[config.mk]
export PLATFORM = sky130hd
export DESIGN_NAME = wiegand_rx
export DESIGN_NICKNAME = d
export VERILOG_FILES = /design/src/rtl/wg_rx_pkg.sv /design/src/rtl/wg_line_sync.sv /design/src/rtl/wg_rx_ctrl.sv /design/src/rtl/wg_rx_datapath.sv /design/src/rtl/wiegand_rx.sv
export SDC_FILE = /design/constraint.sdc
export NUM_CORES = 1
export LEC_CHECK = 0
export CAP_MARGIN = 15
export CORE_ASPECT_RATIO = 1.75
export CORE_MARGIN = 8
export CORE_UTILIZATION = 60
export DETAILED_ROUTE_END_ITERATION = 10
export PLACE_DENSITY = 0.95
export SYNTH_ARGS = -nofsm -noshare
export SYNTH_HDL_FRONTEND = slang
export SYNTH_SLANG_ARGS = --single-unit
[constraint.sdc]
create_clock -name clk -period 7.3 [get_ports clk]
set_input_delay 1.46 -clock clk [delete_from_list [all_inputs] [get_ports clk]]
set_output_delay 1.46 -clock clk [all_outputs]
set_load 0.02 [all_outputs]
[src/rtl/wg_rx_pkg.sv]
package wg_rx_pkg;

  typedef enum logic [1:0] {
    ST_IDLE = 2'd0,
    ST_DATA = 2'd1,
    ST_BAD  = 2'd2
  } rxState_t;

  // Strobes from control to datapath, valid for one clock each.
  typedef struct packed {
    logic shiftEn;   // append one bit
    logic shiftVal;  // value of that bit
    logic clearAcc;  // drop the partial frame
    logic emit;      // publish the frame and clear
  } rxStrobes_t;

endpackage

[src/rtl/wg_line_sync.sv]
module wg_line_sync #(
  parameter int WIDTH  = 2,
  parameter int STAGES = 2
) (
  input  logic             clk,
  input  logic             rst,
  input  logic [WIDTH-1:0] rstVal,
  input  logic [WIDTH-1:0] asyncIn,
  output logic [WIDTH-1:0] syncOut
);

  logic [WIDTH-1:0] stage [STAGES];

  genvar s;
  generate
    for (s = 0; s < STAGES; s++) begin : g_stage
      if (s == 0) begin : g_first
        always_ff @(posedge clk) begin
          if (rst) stage[0] <= rstVal;
          else     stage[0] <= asyncIn;
        end
      end else begin : g_next
        always_ff @(posedge clk) begin
          if (rst) stage[s] <= rstVal;
          else     stage[s] <= stage[s-1];
        end
      end
    end
  endgenerate

  assign syncOut = stage[STAGES-1];

endmodule

[src/rtl/wg_rx_ctrl.sv]
module wg_rx_ctrl
  import wg_rx_pkg::*;
#(
  parameter int CLK_HZ = 100_000_000
) (
  input  logic       clk,
  input  logic       rst,
  input  logic       activeHigh,
  input  logic [2:0] periodSel,
  input  logic [1:0] syncLines,   // [0] zero wire, [1] one wire
  output rxStrobes_t stb,
  output logic       frameError
);

  localparam int TICKS_PER_MS = (CLK_HZ >= 1000) ? (CLK_HZ / 1000) : 1;
  localparam int MAX_TICKS    = TICKS_PER_MS * 32;
  localparam int TMR_W        = $clog2(MAX_TICKS + 1);

  rxState_t         state, nextState;
  logic             act0, act1, prevAct0, prevAct1, rise0, rise1;
  logic [2:0]       shiftAmt;
  logic [TMR_W-1:0] periodTicks, tmr;
  logic             loadTmr, errNext;

  // Level decode against the configured polarity, then edge detect.
  assign act0  = (syncLines[0] == activeHigh);
  assign act1  = (syncLines[1] == activeHigh);
  assign rise0 = act0 && !prevAct0;
  assign rise1 = act1 && !prevAct1;

  assign shiftAmt    = (periodSel > 3'd5) ? 3'd5 : periodSel;
  assign periodTicks = TMR_W'(TICKS_PER_MS) << shiftAmt;

  always_comb begin
    nextState = state;
    stb       = '0;
    loadTmr   = 1'b0;
    errNext   = 1'b0;
    unique case (state)
      ST_IDLE, ST_DATA: begin
        if (act0 && act1) begin
          nextState    = ST_BAD;
          stb.clearAcc = 1'b1;
          errNext      = 1'b1;
        end else if (rise0 || rise1) begin
          nextState    = ST_DATA;
          stb.shiftEn  = 1'b1;
          stb.shiftVal = rise1;
          loadTmr      = 1'b1;
        end else if (state == ST_DATA && tmr == '0) begin
          if (!act0 && !act1) begin
            nextState = ST_IDLE;
            stb.emit  = 1'b1;
          end else begin
            nextState    = ST_BAD;
            stb.clearAcc = 1'b1;
            errNext      = 1'b1;
          end
        end
      end
      ST_BAD: begin
        if (!act0 && !act1) nextState = ST_IDLE;
      end
      default: nextState = ST_IDLE;
    endcase
  end

  always_ff @(posedge clk) begin
    if (rst) begin
      state      <= ST_IDLE;
      prevAct0   <= 1'b0;
      prevAct1   <= 1'b0;
      tmr        <= '0;
      frameError <= 1'b0;
    end else begin
      state      <= nextState;
      prevAct0   <= act0;
      prevAct1   <= act1;
      frameError <= errNext;
      if (loadTmr)          tmr <= periodTicks - 1'b1;
      else if (tmr != '0)   tmr <= tmr - 1'b1;
    end
  end

  // once in error, stay there while any wire is active.
  assert_bad_hold_R6: assert property (@(posedge clk) disable iff (rst)
    (state == ST_BAD && (act0 || act1)) |=> (state == ST_BAD));

  // double-active always leads to the error state with a strobe.
  assert_both_active_R5: assert property (@(posedge clk) disable iff (rst)
    (state != ST_BAD && act0 && act1) |=> (state == ST_BAD && frameError));

  // error strobe lasts one clock.
  assert_err_pulse_R5: assert property (@(posedge clk) disable iff (rst)
    frameError |=> !frameError);

endmodule

[src/rtl/wg_rx_datapath.sv]
module wg_rx_datapath
  import wg_rx_pkg::*;
#(
  parameter int MAX_BITS = 64,
  parameter int CNT_W    = $clog2(MAX_BITS + 1)
) (
  input  logic                clk,
  input  logic                rst,
  input  rxStrobes_t          stb,
  output logic                frameValid,
  output logic [MAX_BITS-1:0] frameBits,
  output logic [CNT_W-1:0]    frameCount,
  output logic                frameOverflow
);

  localparam logic [CNT_W-1:0] FULL = CNT_W'(MAX_BITS);

  logic [MAX_BITS-1:0] acc;
  logic [CNT_W-1:0]    accCount;
  logic                accOvf;

  always_ff @(posedge clk) begin
    if (rst) begin
      acc           <= '0;
      accCount      <= '0;
      accOvf        <= 1'b0;
      frameValid    <= 1'b0;
      frameBits     <= '0;
      frameCount    <= '0;
      frameOverflow <= 1'b0;
    end else begin
      frameValid <= stb.emit;
      if (stb.emit) begin
        frameBits     <= acc;
        frameCount    <= accCount;
        frameOverflow <= accOvf;
      end
      if (stb.emit || stb.clearAcc) begin
        acc      <= '0;
        accCount <= '0;
        accOvf   <= 1'b0;
      end else if (stb.shiftEn) begin
        if (accCount == FULL) begin
          accOvf <= 1'b1;
        end else begin
          acc      <= {acc[MAX_BITS-2:0], stb.shiftVal};
          accCount <= accCount + 1'b1;
        end
      end
    end
  end

  // reporting a frame leaves an empty accumulator.
  assert_emit_clears_R10: assert property (@(posedge clk) disable iff (rst)
    stb.emit |=> (accCount == '0 && !accOvf));

  // overflow only with a full accumulator.
  assert_ovf_full_R8: assert property (@(posedge clk) disable iff (rst)
    accOvf |-> (accCount == FULL));

  // a reported frame is never empty.
  assert_frame_nonempty_R3: assert property (@(posedge clk) disable iff (rst)
    frameValid |-> (frameCount != '0));

  // frame strobe lasts one clock.
  assert_valid_pulse_R4: assert property (@(posedge clk) disable iff (rst)
    frameValid |=> !frameValid);

endmodule

[src/rtl/wiegand_rx.sv]
module wiegand_rx
  import wg_rx_pkg::*;
#(
  parameter int CLK_HZ      = 100_000_000,
  parameter int MAX_BITS    = 64,
  parameter int SYNC_STAGES = 2
) (
  input  logic                             clk,
  input  logic                             rst,
  input  logic                             activeHigh,
  input  logic [2:0]                       periodSel,
  input  logic                             zeroLineIn,
  input  logic                             oneLineIn,
  output logic                             frameValid,
  output logic                             frameError,
  output logic [MAX_BITS-1:0]              frameBits,
  output logic [$clog2(MAX_BITS+1)-1:0]    frameCount,
  output logic                             frameOverflow
);

  localparam int CNT_W = $clog2(MAX_BITS + 1);

  logic [1:0] syncLines;
  rxStrobes_t stb;

  wg_line_sync #(.WIDTH(2), .STAGES(SYNC_STAGES)) sync_i (
    .clk     (clk),
    .rst     (rst),
    .rstVal  ({2{~activeHigh}}),
    .asyncIn ({oneLineIn, zeroLineIn}),
    .syncOut (syncLines)
  );

  wg_rx_ctrl #(.CLK_HZ(CLK_HZ)) ctrl_i (
    .clk        (clk),
    .rst        (rst),
    .activeHigh (activeHigh),
    .periodSel  (periodSel),
    .syncLines  (syncLines),
    .stb        (stb),
    .frameError (frameError)
  );

  wg_rx_datapath #(.MAX_BITS(MAX_BITS), .CNT_W(CNT_W)) dp_i (
    .clk           (clk),
    .rst           (rst),
    .stb           (stb),
    .frameValid    (frameValid),
    .frameBits     (frameBits),
    .frameCount    (frameCount),
    .frameOverflow (frameOverflow)
  );

  // a frame and an error are never reported together.
  assert_strobes_excl_R7: assert property (@(posedge clk) disable iff (rst)
    !(frameValid && frameError));

endmodule

==> flow_summary.toml <==
[run_status]
outcome = "finished, final reports clean"

[timing]
worst_slew_pin_slew_ns = 0.9410
period_needed_ns = 4.626
fin_ws_ns = 2.674
fin_skew_ns = 0.01139
hold_slack_ns = 0.4433
tns_ns = 0
relSlewSlack = 0.3727
hold_viol = 0
finalCritPeriodShare = 0.6336
setup_viol = 0
max_freq_mhz = 216.2
rsz0062_at_grt = "false"
drv_slew = 0

[yosys]
syn_area_sq_mm = 0.007118
yosys_warnings = 0
async_flop_share = 0
netlist.area_leader.share = 0.4950
ys_ff_latch = 176
synth.most_common_cell = "dfxtp_1"
synthTopCellsByArea = "dfxtp_1, mux2i_1, a21oi_1"
synth_cells = 793
synth_enable_flop_cells = 0
synthTopCellsByCount = "dfxtp_1, nor2_1, a21oi_1"
synth.distinct_cells = 52
synth_largest_area_cell = "dfxtp_1"
synth_nets = 807
avgSynthCellArea_sq_um = 8.976
ys_seq_area_frac = 0.4950
ys.flop_type = "dfxtp_1"

[clock_network]
clock_sinks = 176
hold_buffers = 0
clk_pin_slew_ns = 0.07
clock_path_buffers = 2
insertion_delay_ns = 0.42
post-cts-setup-buffers = 0
cts_resized = 0
htree_levels = 4
numCtsBuffers = 17
cts_tree = "yes"
root_buffer = "clkbuf_16"

[floorplan]
num_rows = 52
core_area_sq_mm = 0.01158
dieArea_sq_mm = 0.01574
ios = 82
start_util = 0.6146
die_y_um = 160.1
die-width_um = 98.34

[route]
routed_wl_um = 15890
vias = 5839
viasPerCell = 5.898
dr.pass1.iters = 5
wl_per_cell_um = 16.05
ant_nets = 0
drcViolationCount = 0
drtIter0Drc = 409

[placed_design]
hpwl_um = 10010
port-buffer-count = 81
place_congestion = 0.8635
placed_area_sq_mm = 0.007883
placedCellCount = 958
dp_slack_ns = 2.348

[worst_setup_path]
worstSetupPathType = "in -> reg"
worst-r2r-setup-slack_ns = 3.87
path_cells = "clkdlybuf4s50_1, nor4bb_1, o41ai_2, buf_4, nand2_1, ha_1, or4b_1, or3_1, nor2_1, xnor2_1, a211oi_1"
cpPeakStageDelay_ns = 0.71
crit_path_start_kind = "input port"
crit_required_ns = 7.62
slowest_stage = "clkdlybuf4s50_1"
arrival_ns = 4.95
crit_fanout = 32
end_kind = "flip-flop"

[finish]
area_delta_synth_final_pct = 18.58
drive_above_1_share = 0.06667
stdcell_count = 990
final_core_util = 0.7288
final_nets = 856
antennaDiodeCount = 0
stdcell_area_sq_mm = 0.008441

[global_routing]
antenna_found_initial = 0
grt_use_total = 0.2015
grt_max_degree = 93
grt_pass1_vias = 5539
grt-ovfl-total = 0
grt_pass1_wl_um = 26360

[run]
drv_cap = 0

[power_and_ir_drop]
ir_worst_vdd_uv = 201.4
p_leak_nw = 3.458
power-per-cell-area_mw_per_mm2 = 258.3
total_power_mw = 2.181

[min_path]
hold_path.class = "reg -> reg"
## registers in the layout (all words and copies together), names as in the netlist
signal and flops:
ctrl_i.prevAct0 1, dp_i.frameCount 7, dp_i.frameValid 1, ctrl_i.frameError 1
ctrl_i.prevAct1 1, ctrl_i.tmr 22, dp_i.accCount 7, dp_i.acc 64
dp_i.frameOverflow 1, sync_i.stage 4, ctrl_i.state 2, dp_i.frameBits 64
dp_i.accOvf 1
## final cells by class
type,instances,area (sq um)
Clock buffer,20,456.7
Clock inverter,12,101.3
Fill cell,793,3141
Inverter,13,48.80
Multi-Input combinational cell,545,3276
Sequential cell,176,3523
Tap cell,135,168.9
Timing Repair Buffer,89,865.8
## critical path: cells and delay by family
family | cells | cell delay (ns)
buf+inv | 2 | 0.97
xor+xnor | 1 | 0.09
fa+ha+maj | 1 | 0.29
simple gates | 5 | 1.71
compound gates | 2 | 0.43
## kinds of logic (layout without fill, tap and decap cells)
logic type      count (synthesis)  count (layout)  synth area share
xor+xnor                       22              22           0.02707
mux                            78              78            0.1099
flops                         176             176            0.4950
fa+ha+maj                       6               6           0.01055
buf+inv                        72             134           0.04816
compound gates                118             118           0.09598
simple gates                  321             321            0.2134
## power by group
part,switching (mW),internal (mW)
registers,0.0400,0.995
logic,0.194,0.106
clock network,0.384,0.461
## cell usage in the layout (no fill, tap or decap), types with 7 or more instances in the layout
master           netlist  final
nand2_1               78     77
mux2i_1               77     77
nand2b_1               8      8
inv_1                 13     13
nand3_1               71     70
nor3_1                10     10
clkbuf_16              0     17
or3_1                  7      7
nor2_1               103    103
xnor2_1               12     12
nor4_1                 8      8
o21ai_0                8      8
clkdlybuf4s50_1        0     80
a211oi_1              11     11
buf_4                  1      8
a21oi_1               79     79
xor2_1                10     10
dfxtp_1              176    176
## worst paths after layout
check	to	start	cells past startpoint
max reg2reg	ctrl_i.tmr[20]$_SDFFE_PP0P_	sync_i.stage[1][1]$_DFF_P_	10
min	sync_i.stage[1][1]$_DFF_P_	sync_i.stage[0][1]$_DFF_P_	2
min reg2reg	sync_i.stage[1][1]$_DFF_P_	sync_i.stage[0][1]$_DFF_P_	2
max	ctrl_i.tmr[20]$_SDFFE_PP0P_	activeHigh	11
## metal layers
| metal | vias up | GRT usage | share of wire |
|---|---|---|---|
| met2 | 203 | 0.3657 | 0.53 |
| li1 | 2828 | - | - |
| met5 | - | 0 | 0 |
| met1 | 2769 | 0.2114 | 0.39 |
| met4 | 0 | 0.09276 | 0.032 |
| met3 | 39 | 0.04919 | 0.050 |
Note: power is estimated with default switching activity, not from simulation.
